--- config.mk ---
export PLATFORM = sky130hd
export DESIGN_NAME = txpause_gate
export DESIGN_NICKNAME = d
export VERILOG_FILES = /design/src/rtl/txpause_pkg.sv /design/src/rtl/txpause_slot_timer.sv /design/src/rtl/txpause_quanta_reg.sv /design/src/rtl/txpause_gate.sv
export SDC_FILE = /design/constraint.sdc
export NUM_CORES = 1
export LEC_CHECK = 0
export BUFFER_PORTS_ARGS = -buffer_cell sky130_fd_sc_hd__buf_2
export CAP_MARGIN = 10
export CELL_PAD_IN_SITES_DETAIL_PLACEMENT = 0
export CELL_PAD_IN_SITES_GLOBAL_PLACEMENT = 1
export CORE_MARGIN = 4
export CORE_UTILIZATION = 36
export DETAILED_ROUTE_END_ITERATION = 12
export PLACE_DENSITY = 0.78
export REMOVE_ABC_BUFFERS = 1
export SLEW_MARGIN = 10
export SYNTH_ARGS = -nofsm -noshare
export SYNTH_HDL_FRONTEND = slang
export SYNTH_SLANG_ARGS = --single-unit
--- constraint.sdc ---
create_clock -name clk -period 1.9 [get_ports clk]
set_input_delay 0 -clock clk [delete_from_list [all_inputs] [get_ports clk]]
set_output_delay 0 -clock clk [all_outputs]
set_load 0.01 [all_outputs]
--- src/rtl/txpause_pkg.sv ---
package txpause_pkg;

  // Number of transmit clocks in one pause slot.
  function automatic int slot_clocks(input int slot_bits, input int bits_per_clk);
    return (slot_bits + bits_per_clk - 1) / bits_per_clk;
  endfunction

  // Phase register width, at least one bit.
  function automatic int phase_width(input int div);
    return (div > 1) ? $clog2(div) : 1;
  endfunction

  // True when the slot phase sits on its last clock.
  function automatic bit slot_last(input int phase, input int div);
    return phase == (div - 1);
  endfunction

  // Next slot phase; wraps to zero after the last clock.
  function automatic int slot_advance(input int phase, input int div);
    return slot_last(phase, div) ? 0 : phase + 1;
  endfunction

endpackage

--- src/rtl/txpause_slot_timer.sv ---
module txpause_slot_timer
  import txpause_pkg::*;
#(
  parameter int DIV = 64,
  localparam int PW = phase_width(DIV)
) (
  input  logic          clk,
  input  logic          rst_n,
  input  logic          restart,
  input  logic          run,
  input  logic          fast,
  output logic          tick,
  output logic [PW-1:0] phase
);

  logic [PW-1:0] phase_q;
  logic          at_last;

  assign at_last = slot_last(int'(phase_q), DIV);
  assign tick    = run && (fast || at_last);
  assign phase   = phase_q;

  always_ff @(posedge clk) begin
    if (!rst_n) begin
      phase_q <= '0;
    end else if (restart) begin
      phase_q <= '0;
    end else if (run) begin
      if (fast) phase_q <= '0;
      else      phase_q <= PW'(slot_advance(int'(phase_q), DIV));
    end
  end

endmodule

--- src/rtl/txpause_quanta_reg.sv ---
module txpause_quanta_reg #(
  parameter int QW = 16
) (
  input  logic          clk,
  input  logic          rst_n,
  input  logic          enable,
  input  logic          load,
  input  logic [QW-1:0] load_val,
  input  logic          step,
  input  logic          irq_en,
  output logic [QW-1:0] quanta,
  output logic          zero_evt,
  output logic          zero_pulse
);

  logic [QW-1:0] cnt_q;
  logic          pulse_q;
  logic          nonzero;

  assign nonzero    = (cnt_q != '0);
  assign zero_evt   = enable && !load && step && (cnt_q == QW'(1));
  assign quanta     = cnt_q;
  assign zero_pulse = pulse_q;

  always_ff @(posedge clk) begin
    if (!rst_n) begin
      cnt_q   <= '0;
      pulse_q <= 1'b0;
    end else begin
      pulse_q <= zero_evt && irq_en;
      if (!enable)              cnt_q <= '0;
      else if (load)            cnt_q <= load_val;
      else if (step && nonzero) cnt_q <= cnt_q - 1'b1;
    end
  end

endmodule

--- src/rtl/txpause_gate.sv ---
module txpause_gate
  import txpause_pkg::*;
#(
  parameter int QW           = 16,
  parameter int SLOT_BITS    = 512,
  parameter int BITS_PER_CLK = 8
) (
  input  logic          clk,
  input  logic          rst_n,
  input  logic          pause_en,
  input  logic          test_fast,
  input  logic          load_strb,
  input  logic [QW-1:0] load_quanta,
  input  logic          tx_busy,
  input  logic          zero_irq_en,
  output logic          tx_hold,
  output logic          zero_pulse
);

  localparam int SLOT_DIV = slot_clocks(SLOT_BITS, BITS_PER_CLK);
  localparam int PW       = phase_width(SLOT_DIV);

  logic [QW-1:0] quanta_q;
  logic [PW-1:0] slot_phase;
  logic          slot_tick;
  logic          slot_run;
  logic          slot_restart;
  logic          load_take;
  logic          zero_evt;

  assign load_take    = pause_en && load_strb;
  assign slot_restart = load_strb || !pause_en;
  assign slot_run     = pause_en && !load_strb && !tx_busy && (quanta_q != '0);

  txpause_slot_timer #(.DIV(SLOT_DIV)) u_slot (
    .clk     (clk),
    .rst_n   (rst_n),
    .restart (slot_restart),
    .run     (slot_run),
    .fast    (test_fast),
    .tick    (slot_tick),
    .phase   (slot_phase)
  );

  txpause_quanta_reg #(.QW(QW)) u_quanta (
    .clk        (clk),
    .rst_n      (rst_n),
    .enable     (pause_en),
    .load       (load_take),
    .load_val   (load_quanta),
    .step       (slot_tick),
    .irq_en     (zero_irq_en),
    .quanta     (quanta_q),
    .zero_evt   (zero_evt),
    .zero_pulse (zero_pulse)
  );

  assign tx_hold = (quanta_q != '0);

endmodule

==> results of run 1 <==
-- synthesized netlist by cell type, types with 2 or more instances --
master	number	area, um2
a21oi_1	15	75.1
a31oi_1	5	31.3
and2_1	2	12.5
and4_1	2	17.5
buf_2	2	10.0
buf_6	2	22.5
clkbuf_1	5	18.8
dfxtp_1	23	460
ha_1	3	37.5
inv_1	2	7.51
nand2_1	9	33.8
nand3_1	4	20.0
nand4_1	11	68.8
nand4b_1	2	17.5
nor2_1	6	22.5
nor3_1	8	40.0
nor4_1	9	56.3
o21ai_0	14	70.1
o41ai_1	2	17.5
or4_1	4	30.0
xnor2_1	5	43.8
xor2_1	10	87.6
-- placed cells by master (no fill, tap or decap), types with 3 or more instances in the layout --
cell type and n:
a21oi_1 15, a31oi_1 5, buf_2 24, buf_4 19
clkbuf_8 3, dfxtp_1 22, nand2_1 9, nand3_1 4
nand4_1 11, nor2_1 6, nor3_1 7, nor4_1 4
nor4_2 5, o21ai_0 14, or4_1 4, xnor2_1 5
xor2_1 10
-- logic make-up (layout without fill, tap and decap cells) --
logic type | count (synthesis) | in the layout
flip-flops | 23 | 23
AO/OA/AOI/OAI | 41 | 41
buffers and inverters | 12 | 51
adder cells (fa/ha/maj) | 3 | 3
AND/OR/NAND/NOR | 70 | 70
XOR/XNOR | 15 | 15
-- flip-flops by register name, summed over array words and instances, names as in the netlist --
| register | cells |
|---|---|
| u_quanta.quanta | 16 |
| u_quanta.zero_pulse | 1 |
| u_slot.phase | 6 |
-- final timing paths --
| path | from | end | depth (start not counted) |
|---|---|---|---|
| setup reg to reg | u_quanta.quanta[1] | u_quanta.quanta[10] | 8 |
| setup / recovery | u_quanta.quanta[1] | u_quanta.quanta[10] | 8 |
| hold / removal | load_quanta[1] | u_quanta.quanta[1] | 3 |
| hold reg to reg | u_slot.phase[1] | u_slot.phase[1] | 2 |
-- cell type report --
type / count / share of cell area (%)
Tap cell: 48 / 3.41
Sequential cell: 23 / 26.2
Clock inverter: 1 / 0.284
Clock buffer: 3 / 2.35
Inverter: 3 / 0.924
Multi-Input combinational cell: 129 / 51.3
Timing Repair Buffer: 44 / 15.5
-- layer usage --
layer / vias up / GRT usage [%] / wire (um)
met5: - / 0 / 0
met4: 0 / 3.83 / 31
met3: 5 / 3.33 / 199
met2: 34 / 22.2 / 1570
met1: 612 / 19.5 / 1600
li1: 705 / - / -
-- timing repair --
action | in CTS | in global routing
endpoints found under the hold margin | 1 | 0
gates resized for setup | 1 | 14
endpoints found under the setup margin | 2 | 17
pin swaps | 0 | 3
hold buffers | 1 | 0
-- power by group through the flow --
| stage | sequential, uW | combinational (uW) | clock, uW |
|---|---|---|---|
| 2_1_floorplan | 519 | 152 | 0 |
| 3_5_place_dp | 520 | 270 | 0 |
| 4_1_cts | 509 | 274 | 318 |
| 6_report | 511 | 298 | 302 |
| 5_1_grt | 514 | 331 | 331 |
| 3_3_place_gp | 519 | 266 | 0 |
-- metrics by stage --
| stage | setup WS [ns] | utilization, % | total power (uW) | cells | instance area [um2] |
|---|---|---|---|---|---|
| after floorplan | -0.140 | - | 671 | 155 | 1320 |
| after global placement | 0.00112 | 44.9 | 785 | 246 | 1640 |
| after detailed placement | -0.0204 | 44.9 | 790 | 246 | 1640 |
| after CTS | -0.0262 | 46.4 | 1100 | 251 | 1700 |
| after global routing | -0.00698 | 48.1 | 1180 | 251 | 1760 |
| final | 0.0903 | 48.1 | 1110 | 251 | 1760 |
-- worst min-delay path, cell delays in order --
cell	delay, ns
buf_2	0.10
nand3_1	0.07
a21oi_1	0.06
==> results.json, run 1 <==
{
  "first_global_vias": 1246,
  "die_h_um": 69.7,
  "drcViolationCount": 0,
  "crit_family": "simple AND/OR/NAND/NOR gates",
  "drt_wl_total_um": 3410,
  "path_buf_inv": 2,
  "rows": 22,
  "critPathMaxFanout": 4,
  "startpoint_type": "flop",
  "synth.distinct_cells": 41,
  "ys_seq_area_share_pct": 33.6,
  "htree_levels": 1,
  "path_class": "flop to flop",
  "skew_ns": 0.00485,
  "finalCriticalPeriod_ns": 1.81,
  "final_nets": 230,
  "crit_chain": "inv_2 -> ha_2 -> buf_4 -> or3b_4 -> nor4_4 -> nand4_1 -> xor2_1 -> a21oi_1",
  "clock.fmax_ghz": 0.553,
  "area_delta_synth_final_pct": 28.4,
  "min_path_type": "input pin to flop",
  "die-area_um2": 4860,
  "syn_inst": 164,
  "firstDrtPassIters": 4,
  "tritoncts": "built",
  "holdWs_ns": 0.00404,
  "synth_xor_area_share_pct": 9.58,
  "num_vias": 1356,
  "hold_viol_final": 0,
  "postSynth.asyncResetShare_pct": 0,
  "dr.first_iter.drc_count": 59,
  "clk_pin_slew_ns": 0.08,
  "crit_arrival_ns": 2.02,
  "synth_flop_cell": "dfxtp_1",
  "grt_overflow": 0,
  "start_util_pct": 37.5,
  "ant_nets": 0,
  "fill_cells": 365,
  "cp_slowest_cell": "or3b_4",
  "p_sw_uw": 332,
  "synth_seq_cells": 23,
  "synth_adder_area_share_pct": 2.74,
  "gp_congestion": 0.874,
  "wl_per_cell_um": 13.6,
  "p_per_area_nw_per_um2": 632,
  "grt_max_degree": 20,
  "grt_use_total_pct": 14.2,
  "tightest_slew_ns": 0.422,
  "yosysWarnings": 0,
  "clock_sinks": 23,
  "setup_violations": 0,
  "critical_path_required_ns": 2.11,
  "endpoint_kind": "flop",
  "cap_violations": 0,
  "internal_power_uw": 780,
  "chipWidth_um": 69.7,
  "clock_latency_ns": 0.27,
  "multi_input_area_um2": 903,
  "crit_path_max_incr_delay_ns": 0.41,
  "synth_top_family_by_area": "simple AND/OR/NAND/NOR gates",
  "clock_path_buffers": 2,
  "rsz0062_at_grt": "true",
  "grt_first_pass_wirelength_um": 5810,
  "n_antenna_cell": 0,
  "p_sw_share_pct": 29.8,
  "yosys.area_share.simple_pct": 32.4,
  "clockRootBuffer": "clkbuf_8",
  "num_io_pins": 25,
  "syn_avg_cell_area_um2": 8.36,
  "post-dp-hpwl_um": 2590,
  "muxShareOfSynthArea_pct": 0,
  "p_leak_uw": 0.000655,
  "io_buffers": 24,
  "slew_violations": 0,
  "p_seq_share_pct": 46.0,
  "clock_power_share_pct": 27.2,
  "antenna_found_initial": 0,
  "netlist_area_um2": 1370,
  "p_comb_share_pct": 26.8,
  "fin_tns_setup_ns": 0,
  "ir_drop_mv": 0.446,
  "r2r_slack_ns": 0.09,
  "synth_edf_count": 0,
  "layout-drive-gt1-share_pct": 33.5,
  "via_per_inst": 5.40,
  "core_area_um2": 3660,
  "cts_made_buffers": 3,
  "register_area_um2": 462,
  "status": "finished clean",
  "post-route-period-util_pct": 95.2,
  "synth-compound-area-share_pct": 17.0,
  "cts_setup_buffers": 0,
  "maxSlewHeadroom_pct": 71.9
}
(Power assumes the default switching activity.)
==> inputs of run 2 (changes only) <==
- ABC_AREA: default -> 1
- CORE_UTILIZATION: 36 -> 35
- PLACE_DENSITY: 0.78 -> 0.8
==> run 2 against run 1 <==
  * Setup slack gained 0.11 ns
  * Utilization shrank 6.6 points
  * Area after synthesis rose by 21%
  * Global-route usage increased by 0.067 points
  * Die area rose by 22%
  * Largest cell class unchanged
==> results.json, run 2 <==
{
  "status": "finished clean",
  "clock_path_buffers": 2,
  "num_io_pins": 25,
  "largest_reg_flops": 16,
  "wl_per_cell_um": 11.3,
  "via_per_inst": 4.64,
  "synth_xor_area_share_pct": 0.526,
  "grt_use_total_pct": 14.3,
  "ctsHoldBuffers": 0,
  "synth_flop_cell": "dfxtp_1",
  "synth_adder_area_share_pct": 2.25,
  "synth_top_family_by_area": "simple AND/OR/NAND/NOR gates",
  "n_antenna_cell": 0,
  "rows": 24,
  "fin_tns_setup_ns": 0,
  "dr.first_iter.drc_count": 58,
  "grt_first_pass_wirelength_um": 7010,
  "layout_common_cells": "87 x nand2_1, 64 x nor2_1, 28 x nand3_1",
  "multi_input_area_um2": 1040,
  "num_vias": 1660,
  "drt-met1-wl_um": 1990,
  "r2r_slack_ns": 0.20,
  "whs_path_depth": 4,
  "antenna_found_initial": 0,
  "crit_arrival_ns": 1.86,
  "netlist_area_um2": 1670,
  "clockRootBuffer": "clkbuf_8",
  "worstRegToRegCells": 10,
  "ctsResizeCount": 0,
  "ant_nets": 0,
  "die-area_um2": 5930,
  "start_util_pct": 37.2,
  "synth-compound-area-share_pct": 7.29,
  "syn_avg_cell_area_um2": 5.88,
  "yosys.area_share.simple_pct": 52.3,
  "clock_sinks": 23,
  "setup_violations": 0,
  "firstDrtPassIters": 4,
  "utilization_pct": 41.5,
  "io_buffers": 24,
  "cts_made_buffers": 3,
  "synth.distinct_cells": 28,
  "fill_cells": 486,
  "critPathMaxFanout": 19,
  "hold_start": "test_fast",
  "postSynth.asyncResetShare_pct": 0,
  "r2r_start": "u_quanta.quanta[1]",
  "met2_length_um": 1900,
  "clk_pin_slew_ns": 0.09,
  "htree_levels": 1,
  "grt_max_degree": 32,
  "startpoint_type": "flop",
  "synthTopCellsByArea": "dfxtp_1 28%, nand2_1 20%, nor2_1 14%",
  "path_class": "flop to flop",
  "ys_top_cells_by_count": "87 x nand2_1, 64 x nor2_1, 28 x nand3_1",
  "synth_edf_count": 0,
  "muxShareOfSynthArea_pct": 0,
  "crit_path_max_incr_delay_ns": 0.32,
  "cap_violations": 0,
  "register_area_um2": 460,
  "first_global_vias": 1561,
  "layout-drive-gt1-share_pct": 14.7,
  "yosysTopAreaCell": "dfxtp_1",
  "final_cell_count_no_fill": 358,
  "slew_violations": 0,
  "final_nets": 333,
  "min_path_type": "input pin to flop",
  "post-dp-hpwl_um": 3000,
  "post-route-period-util_pct": 89.4,
  "netlist.area_leader.share_pct": 27.6,
  "crit_top_cell": "nand2_4",
  "die_h_um": 77.0,
  "drcViolationCount": 0,
  "cts_setup_buffers": 0,
  "finalCriticalPeriod_ns": 1.70,
  "clock.fmax_ghz": 0.589,
  "core_area_um2": 4470,
  "ys_seq_area_share_pct": 27.6,
  "tritoncts": "built",
  "clock_latency_ns": 0.27,
  "gp_congestion": 0.788,
  "skew_ns": 0.0103,
  "maxSlewHeadroom_pct": 63.5,
  "area_delta_synth_final_pct": 11.5,
  "crit_chain": "inv_1 -> ha_1 -> nand2_4 -> nor2_8 -> nand2_4 -> nand3_2 -> buf_4 -> nand3b_1 -> nand2_1 -> nor2_1",
  "grt_overflow": 0,
  "drt_wl_total_um": 4040,
  "yosysWarnings": 0,
  "wl_met3_um": 117,
  "min_to": "u_slot.phase[4]",
  "reg2reg_to": "u_quanta.quanta[15]",
  "tightest_slew_ns": 0.548,
  "endpoint_kind": "flop",
  "cp_slowest_cell": "dfxtp_1",
  "synth_seq_cells": 23,
  "top_layer_used": "met4",
  "hold_viol_final": 0,
  "syn_inst": 283,
  "dp.cells": 354,
  "chipWidth_um": 77.0,
  "post-synth-top-count-cell": "nand2_1",
  "final_common_cell": "nand2_1",
  "ir_drop_mv": 0.396,
  "rsz0062_at_grt": "false",
  "critical_path_required_ns": 2.06,
  "p_per_area_nw_per_um2": 642,
  "p_leak_uw": 0.000945
}
run 2: cell type report:
cell class	instances	share of cell area [%]
tap	52	3.50
sequential	23	24.8
inverter	28	5.66
timing repair buffer	27	7.68
clock buffer	4	2.43
multi-input combinational	224	55.9
run 2: worst max-delay path, delay by kind of cell (launching register included):
family	cells	cell delay [ns]
and+or+nand+nor	7	0.64
adders and majority gates	1	0.25
buffers and inverters	2	0.37
DFF	1	0.32
run 2: kinds of logic (layout without fill, tap and decap cells):
family	Yosys count	in the layout
xor gates and xnor gates	1	1
and+or+nand+nor	198	198
adders and majority gates	3	3
DFF	23	23
buffers and inverters	36	59
AOI/OAI and AO/OA	22	22
run 2: metal layers:
metal,vias to the layer above,global-route usage (%)
li1,925,-
met1,714,18.2
met2,19,25.3
met3,2,2.58
met4,0,2.67
met5,-,0
run 2: how the worst max path moves through the flow:
stage	start	end	slack (ns)	cells past startpoint
3_5_place_dp	u_quanta.quanta[1]	u_quanta.quanta[7]	0.21	10
6_report	u_quanta.quanta[1]	u_quanta.quanta[15]	0.20	10
3_3_place_gp	u_quanta.quanta[0]	u_quanta.quanta[5]	0.21	10
2_1_floorplan	u_quanta.quanta[0]	u_quanta.quanta[11]	0.21	10
5_1_grt	u_quanta.quanta[0]	u_quanta.quanta[5]	0.04	10
4_1_cts	u_quanta.quanta[1]	u_quanta.quanta[7]	0.19	10
run 2: where the power goes:
group	switching (uW)	internal (uW)	leakage [uW]
combinational	227	135	0.000735
sequential	16.0	497	0.000187
clock	168	150	0.0000228
run 2: metrics by stage:
stage | cell area (um2) | setup WS (ns) | hold slack (ns) | power (uW)
final | 1860 | 0.201 | 0.0140 | 1190
after global routing | 1860 | 0.0442 | 0.0223 | 1290
after CTS | 1860 | 0.192 | 0.0129 | 1210
after detailed placement | 1810 | 0.209 | 0.297 | 889
after global placement | 1810 | 0.209 | 0.289 | 889
after floorplan | 1600 | 0.208 | 0.171 | 795
